==> config.mk <==
export PLATFORM = sky130hd
export DESIGN_NAME = ecc_dual_mult_core
export DESIGN_NICKNAME = d
export VERILOG_FILES = /design/src/rtl/ecc_dual_mult_core.sv
export SDC_FILE = /design/constraint.sdc
export NUM_CORES = 2
export LEC_CHECK = 0
export BUFFER_PORTS_ARGS = -buffer_cell sky130_fd_sc_hd__clkbuf_2
export CAP_MARGIN = 25
export CORE_AREA = 2 2 571 573
export DETAILED_ROUTE_END_ITERATION = 16
export DIE_AREA = 0 0 573 575
export HOLD_SLACK_MARGIN = 0.03
export PLACE_DENSITY_LB_ADDON = 0.12
export SYNTH_ARGS = -nofsm -noshare
export SYNTH_HDL_FRONTEND = slang
export SYNTH_SLANG_ARGS = --single-unit
==> constraint.sdc <==
create_clock -name clk -period 6.3 [get_ports clk]
set_input_delay 1.26 -clock clk [delete_from_list [all_inputs] [get_ports clk]]
set_output_delay 1.26 -clock clk [all_outputs]
set_load 0.02 [all_outputs]
==> src/rtl/ecc_dual_mult_core.sv <==
module ecc_dual_mult_core #(
  parameter int M = 163,
  parameter logic [M-1:0] RED = 'hC9
) (
  input  logic         clk,
  input  logic         rst_n,
  input  logic         start,
  input  logic [M-1:0] a0,
  input  logic [M-1:0] b0,
  input  logic [M-1:0] a1,
  input  logic [M-1:0] b1,
  output logic         done,
  output logic [M-1:0] prod0,
  output logic [M-1:0] prod1,
  output logic [M-1:0] sum,
  output logic [M-1:0] sq_prod,
  output logic [M-1:0] sq_sum
);
  localparam int CW = $clog2(M);

  function automatic logic [M-1:0] xtime(input logic [M-1:0] v);
    return {v[M-2:0], 1'b0} ^ (v[M-1] ? RED : '0);
  endfunction

  function automatic logic [M-1:0] fsq(input logic [M-1:0] v);
    logic [2*M-2:0] t;
    t = '0;
    for (int i = 0; i < M; i++) t[2*i] = v[i];
    for (int i = 2*M-2; i >= M; i--) begin
      if (t[i]) begin
        t[i] = 1'b0;
        t[i-M +: M] = t[i-M +: M] ^ RED;
      end
    end
    return t[M-1:0];
  endfunction

  logic          busy;
  logic [CW-1:0] cnt;
  logic [M-1:0]  a0r, b0r, a1r, b1r, acc0, acc1;

  wire [M-1:0] nx0  = xtime(acc0) ^ (b0r[cnt] ? a0r : '0);
  wire [M-1:0] nx1  = xtime(acc1) ^ (b1r[cnt] ? a1r : '0);
  wire [M-1:0] nsum = nx0 ^ nx1;
  wire         last = busy && (cnt == '0);

  always_ff @(posedge clk or negedge rst_n) begin
    if (!rst_n) begin
      busy <= 1'b0; cnt <= '0; done <= 1'b0;
      a0r <= '0; b0r <= '0; a1r <= '0; b1r <= '0;
      acc0 <= '0; acc1 <= '0;
      prod0 <= '0; prod1 <= '0; sum <= '0; sq_prod <= '0; sq_sum <= '0;
    end else begin
      done <= last;
      if (!busy) begin
        if (start) begin
          a0r <= a0; b0r <= b0; a1r <= a1; b1r <= b1;
          acc0 <= '0; acc1 <= '0;
          cnt <= CW'(M-1);
          busy <= 1'b1;
        end
      end else begin
        acc0 <= nx0;
        acc1 <= nx1;
        cnt  <= cnt - 1'b1;
        if (last) begin
          busy    <= 1'b0;
          prod0   <= nx0;
          prod1   <= nx1;
          sum     <= nsum;
          sq_prod <= fsq(nx0);
          sq_sum  <= fsq(nsum);
        end
      end
    end
  end
endmodule


# [Word-level counts from Yosys, hierarchy flattened]
# Index checks and enable logic that the tools add are counted.
[totals] regBits=1803 inputBits=655 out_inout_bits=816 elab_cells=1335
[op_classes] n_addsub=1 magnitude_cmp=1 mux=984 n_bitwise=330 n_reduce_logical=5
[op_table] cell="163-bit two-way mux" count=649
[op_table] cell="8-bit two-way mux" count=328
[op_table] cell="4-bit NOT" count=324
[op_table] cell="163-bit bitwise XOR" count=3
[op_table] cell="163-bit by 8-bit bitwise XOR with 163-bit output" count=2
[op_table] cell="1-bit binary-select mux with 8-bit select" count=2
[op_table] cell="8-bit by 9-bit less-than comparator with 1-bit output (second input constant)" count=1
[op_table] cell="8-bit zero test" count=1
[op_table] cell="8-bit by 1-bit subtractor with 8-bit output (second input constant)" count=1
[op_table] cell="1-bit two-way mux" count=5
[op_table] cell="2-bit AND reduction" count=2
[op_table] cell="2-bit nonzero test" count=1
[op_table] cell="1-bit logical AND" count=1
[op_table] cell="1-bit NOT" count=1

# [Depth between registers and ports, before layout]
[logic_depth] depth_word=651 mapped_depth=17 ltp_nobuf=10

# [Worst setup path after synthesis]
# Ideal clock, no wire load.
[synth_timing] path_kind="register -> register" startpoint="register cnt[0]" endpoint="register sq_sum[8]" setup_ps=125 t_arrival_ps=3524 required_time_ps=6175 setup_slack_ps=2652 path_stages_with_launch=13 n_path_buf=3 synth_period_minus_slack_ps=3648 cell_sequence="dfrtp_1 buf_6 buf_6 mux4_2 a22oi_1 nand2_1 a311o_1 buf_4 o211ai_2 xnor3_2 xnor2_2 xor3_1 mux2_2"
[synth_via] elab_chain_cells=336 word_cells_on_any_way=354 classes_between="341 x mux; 10 x bitwise; 3 x reduce/logical"
[synth_rtl] element="start: declaration" line_no="39" source="logic [CW-1:0] cnt;"
[synth_rtl] element="start signal: assignment" line_no="59" source="cnt <= CW'(M-1);"
[synth_rtl] element="start signal: assignment" line_no="65" source="cnt <= cnt - 1'b1;"
[synth_rtl] element="1-bit binary-select mux with 8-bit select (on tied branches)" line_no="42, 43"
[synth_rtl] element="1-bit two-way mux (on tied branches)" line_no="42, 43"
[synth_rtl] element="163-bit two-way mux (on tied branches)" line_no="42, 43"
[synth_rtl] element="163-bit bitwise XOR (on tied branches)" line_no="42, 43"
[synth_rtl] element="163-bit bitwise XOR" line_no="44" source="wire [M-1:0] nsum = nx0 ^ nx1;"
[synth_rtl] element="4-bit NOT (no line)"
[synth_rtl] element="8-bit two-way mux" line_no="30" source="if (t[i]) begin"
[synth_rtl] element="163-bit two-way mux" line_no="66" source="if (last) begin"
[synth_rtl] element="[320 not listed]"
[synth_rtl] element="4-bit NOT (no line) / 163-bit two-way mux (equally long branches)"
[synth_rtl] element="8-bit two-way mux / 163-bit two-way mux (equally long branches)" line_no="30, 66"
[synth_rtl] element="163-bit two-way mux (on tied branches)" line_no="66, 55"
[synth_rtl] element="163-bit two-way mux (on tied branches)" line_no="55, 66"
[synth_rtl] element="4-bit NOT (no line) / 163-bit two-way mux (equally long branches)"
[synth_rtl] element="8-bit two-way mux" line_no="30"
[synth_rtl] element="163-bit two-way mux" line_no="66"
[synth_rtl] element="163-bit two-way mux" line_no="55" source="if (!busy) begin"
[synth_rtl] element="end signal: assignment" line_no="72" source="sq_sum <= fsq(nsum);"
[synth_rtl] element="end: declaration" line_no="17" source="output logic [M-1:0] sq_sum"
# Several ways; a longest one is shown, not always the timed one. The select of a mux whose other input is x is not followed.
# A chain may end at the register's enable or synchronous reset.

# [Worst setup path after layout]
[layout_timing] startpoint="register cnt[0]" endpoint="register sq_sum[18]"
[layout_via] elab_chain_cells=334 word_cells_on_any_way=346 classes_between="336 x mux; 7 x bitwise; 3 x reduce/logical"
[layout_rtl] element="1-bit binary-select mux with 8-bit select (on tied branches)" line_no="42, 43"
[layout_rtl] element="1-bit two-way mux (on tied branches)" line_no="42, 43"
[layout_rtl] element="163-bit two-way mux (on tied branches)" line_no="42, 43"
[layout_rtl] element="163-bit bitwise XOR (on tied branches)" line_no="42, 43"
[layout_rtl] element="163-bit bitwise XOR" line_no="44"
[layout_rtl] element="163-bit two-way mux" line_no="66"
[layout_rtl] element="163-bit two-way mux" line_no="55"
[layout_rtl] element="163-bit two-way mux" line_no="66"
[layout_rtl] element="[318 not listed]"
[layout_rtl] element="163-bit two-way mux" line_no="66"
[layout_rtl] element="163-bit two-way mux" line_no="55"
[layout_rtl] element="163-bit two-way mux" line_no="66"
[layout_rtl] element="163-bit two-way mux" line_no="55"
[layout_rtl] element="163-bit two-way mux" line_no="66"
[layout_rtl] element="163-bit two-way mux" line_no="55"
[layout_rtl] element="163-bit two-way mux" line_no="66"
[layout_rtl] element="163-bit two-way mux" line_no="55"
# Several ways; a longest one is shown, not always the timed one. The select of a mux whose other input is x is not followed.

==> impl_results.md <==
* Outcome: complete, no violations
* Slowest cell on crit path: sky130_fd_sc_hd__dfrtp_4
* Die area at about 330000 um2
* Number of endpoints failing setup at the final stage at 0
* Proportion of synthesized area in mux cells at about an eighth
* Drc violations at 0
* Library cell used as clock root buffer: sky130_fd_sc_hd__clkbuf_16
* Share of synthesized cell area in and, or, nand and nor gates at 9.66%
* Via count of the first global-routing pass at 64.0k
* Global Route Usage Sum at between 20% and 30%
* Initial antenna violation count at 100
* Maximum capacitance violations at 0
* Hold Path Class: input port to async pin
* Global-route wire length before repair at 532 mm
* Complex-gate fraction of the synthesized area at 8.38%
* Detail-routed net length per standard cell at approximately 29 um
* Yosys warns at 0
* Biggest fanout along the worst timing path at 39
* Count of nets left with antenna violations after detail routing at 0
* Placeable Area at 323000 um2
* Standard cell area after detailed placement at approximately 100000 um2
* Power density normalized to cell area at 733 nW/um2
* # Post-CTS Setup Buffers at 0
* Xor and xnor fraction of the mapped netlist area at between 10% and 20%
* Total clock sinks at between 1.5k and 2k
* Cell-by-cell listing of the critical path: clkinv_1 > mux4_2 > nand2_1 > a41oi_1 > a41oi_4 > buf_12 > buf_12 > buf_4 > o211ai_1 > xor2_1 > xor2_1 > xnor3_1 > o21ai_1
* Proportion of layout cells with a drive suffix above 1 at 32.8%
* Distinct cell type count after synthesis at 71
* Dominant combinational cell family by area after synthesis: XOR/XNOR gates
* Maximum vdd ir drop at around 0.5 mV
* Arrival time of data at the critical path endpoint at 6.03 ns
* Number of buffers added to fix hold violations after cts at 0
* GR Overflow Total at 0
* Via-per-instance ratio at 4.67
* Number of slew-limit violations in the final report at 0
* Vias post-DR at 62.0k
* Number of I/O pins at 1471
* Max Root-Sink Buffers at 4
* First-pass detailed-route iteration total at 5
* Net count reported at finish at between 9k and 10k
* Launching element type of the critical path: flip-flop
* Width of the die at 573 um
* Final RePlAce weighted congestion at approximately 0.87
* Worst-skew pair later-pin latency at 0.89 ns
* Starting utilization of the core area at 26.5%
* Number of enable flip-flop cells after synthesis at 0
* Most frequent standard cell in the layout excluding fill and tap cells: sky130_fd_sc_hd__dfrtp_1
* Std-Cell Rows at 209
* Pin slew with the least headroom to its limit at about 1.1 ns
* Capturing element type of the critical path: flip-flop
* Part of the cycle the worst path needs at a little over four fifths
* Lkg Pwr at roughly 50 nW
* PortBufs at 1470
* Syn-to-layout area delta at 24.0%
* Seq/Total Area, Yosys at 52.7%
* Number of buffers added by the clock tree synthesis step at about 220
* Max frequency at 191 MHz
* Async S/R FF share, synth at 100%
* Critical path class: flip-flop to flip-flop
* Accumulated negative setup slack at 0 ns
* Most used DFF post-synth: sky130_fd_sc_hd__dfrtp_1
* Cell Area, Synth at 85600 um2
* Post-Syn Nets at 7976
* FF+latch count, synth at ~1.8k
* Height of the chip at approximately 580 um
* Crit-path max cell delay at 0.74 ns
* Maximum number of pins on one net before global-route repair at 243
* Slew HR at 23.4%
* Post-detailed-routing wire length at 381 mm
* CTS-repair resized insts at 0
* Hold Fails Final Rpt at 0
* Final period demand of the worst path at approximately 5.2 ns
* Clock tree from TritonCTS: done
* Synthesized-area fraction occupied by adder cells at 0.0146%
* Depth of the CTS H-tree at 4
* Detailed placement HPWL at ~290 mm
* Data required time at the worst endpoint at 7.09 ns
* Number of buffer and inverter instances along the worst setup path at 4
* Detailed router's first-iteration violation count at 3670
* Clock slew at reported path FFs at 0.06 ns
* Mean instance size in the synthesized netlist at ~12 um2
* Cells after synthesis at 7320
* Crit-path leading delay family: XOR/XNOR gates
* Cell area after layout at 106000 um2
* Highest-count cells in the layout ignoring fill and taps: sky130_fd_sc_hd__dfrtp_1 (1800), sky130_fd_sc_hd__clkbuf_2 (1468), sky130_fd_sc_hd__nand2_1 (863), sky130_fd_sc_hd__o21ai_0 (726), sky130_fd_sc_hd__mux2_2 (659)
* Largest clock skew in the final design at between 0.06 and 0.07 ns
* Unrepaired setup endpoints after global routing: false
-- per-layer routing --
metal,global-route usage (%),share of wire [%]
met2,36.9,47
met5,0,0.12
met4,8.60,4.2
met1,28.9,43
met3,5.38,6.1
-- final timing paths --
path                           from          to  slack [ns]  cells after the start
max                          cnt[0]  sq_sum[18]        1.06                     13
min                           rst_n     a0r[25]        0.35                      1
max reg2reg                  cnt[0]  sq_sum[18]        1.06                     13
min reg2reg                prod1[6]    prod1[6]        0.47                      2
max in group asynchronous     rst_n     b0r[21]        4.35                      2
min in group clk           prod1[6]    prod1[6]        0.47                      2
-- Yosys cell counts, types with 3 or more instances --
cell / number / area, um2
sky130_fd_sc_hd__a211oi_1: 3 / 22.5
sky130_fd_sc_hd__a21oi_1: 6 / 30.0
sky130_fd_sc_hd__a22oi_1: 13 / 97.6
sky130_fd_sc_hd__and2_1: 3 / 18.8
sky130_fd_sc_hd__buf_1: 18 / 67.6
sky130_fd_sc_hd__buf_2: 48 / 240
sky130_fd_sc_hd__buf_4: 29 / 218
sky130_fd_sc_hd__buf_6: 20 / 225
sky130_fd_sc_hd__clkbuf_1: 373 / 1400
sky130_fd_sc_hd__dfrtp_1: 1803 / 45100
sky130_fd_sc_hd__inv_1: 5 / 18.8
sky130_fd_sc_hd__mux2_2: 659 / 7420
sky130_fd_sc_hd__mux2i_1: 222 / 2220
sky130_fd_sc_hd__mux4_2: 65 / 1460
sky130_fd_sc_hd__nand2_1: 863 / 3240
sky130_fd_sc_hd__nand2b_1: 330 / 2060
sky130_fd_sc_hd__nand3_1: 143 / 716
sky130_fd_sc_hd__nor2_1: 446 / 1670
sky130_fd_sc_hd__nor2b_1: 7 / 43.8
sky130_fd_sc_hd__nor3_1: 7 / 35.0
sky130_fd_sc_hd__o211a_1: 37 / 370
sky130_fd_sc_hd__o211ai_1: 209 / 1570
sky130_fd_sc_hd__o211ai_2: 82 / 1030
sky130_fd_sc_hd__o21ai_0: 726 / 3630
sky130_fd_sc_hd__o21ai_1: 25 / 125
sky130_fd_sc_hd__or3_1: 67 / 419
sky130_fd_sc_hd__xnor2_1: 503 / 4410
sky130_fd_sc_hd__xnor2_2: 5 / 81.3
sky130_fd_sc_hd__xnor3_1: 107 / 2410
sky130_fd_sc_hd__xnor3_2: 49 / 1160
sky130_fd_sc_hd__xor2_1: 391 / 3420
sky130_fd_sc_hd__xor2_2: 8 / 130
-- stage by stage --
| step | instances | hold WS [ns] | utilization [%] | total power, W | worst slack (ns) |
|---|---|---|---|---|---|
| 5_1_grt | 13300 | 0.346 | 32.8 | 0.0822 | 0.610 |
| 4_1_cts | 13200 | 0.329 | 32.8 | 0.0789 | 0.811 |
| 2_1_floorplan | 7320 | 0.472 | - | 0.0472 | 2.65 |
| 3_5_place_dp | 12800 | 0.465 | 30.5 | 0.0651 | 0.856 |
| 6_report | 13300 | 0.346 | 32.8 | 0.0778 | 1.06 |
| 3_3_place_gp | 12800 | 0.459 | 30.5 | 0.0648 | 0.823 |
-- layout make-up --
class | count | area, um2
sequential | 1803 | 45100
inverter | 7 | 33.8
fill | 33200 | 217000
clock buffer | 320 | 6410
timing repair buffer | 1689 | 9660
multi-input combinational | 5019 | 38300
clock inverter | 76 | 1110
tap | 4325 | 5410
antenna | 29 | 72.6
-- report_power, final --
part	switching, W	internal (W)
Clock	0.00549	0.00792
Sequential	0.00462	0.0165
Combinational	0.0259	0.0174
Total	0.0360	0.0418
-- worst reg2reg max path: stages (launching register included) --
cell,delay [ns]
sky130_fd_sc_hd__dfrtp_4,0.74
sky130_fd_sc_hd__clkinv_1,0.47
sky130_fd_sc_hd__mux4_2,0.57
sky130_fd_sc_hd__nand2_1,0.09
sky130_fd_sc_hd__a41oi_1,0.24
sky130_fd_sc_hd__a41oi_4,0.38
sky130_fd_sc_hd__buf_12,0.25
sky130_fd_sc_hd__buf_12,0.25
sky130_fd_sc_hd__buf_4,0.41
sky130_fd_sc_hd__o211ai_1,0.15
sky130_fd_sc_hd__xor2_1,0.62
sky130_fd_sc_hd__xor2_1,0.57
sky130_fd_sc_hd__xnor3_1,0.30
sky130_fd_sc_hd__o21ai_1,0.11
-- sequential cells by signal, summed over array words and instances, names as in the netlist --
signal   count
prod0      163
a1r        163
a0r        163
acc0       163
busy         1
sq_sum     163
acc1       163
cnt          8
sq_prod    163
done         1
prod1      163
b1r        163
b0r        163
sum        163
-- kinds of logic after synthesis --
kind of cell	count (synthesis)
and+or+nand+nor	1874
xor gates and xnor gates	1066
DFF	1803
AOI/OAI and AO/OA	1131
muxes	947
adders and majority gates	1
buffers and inverters	498
Note: power is estimated with default switching activity, not from simulation.
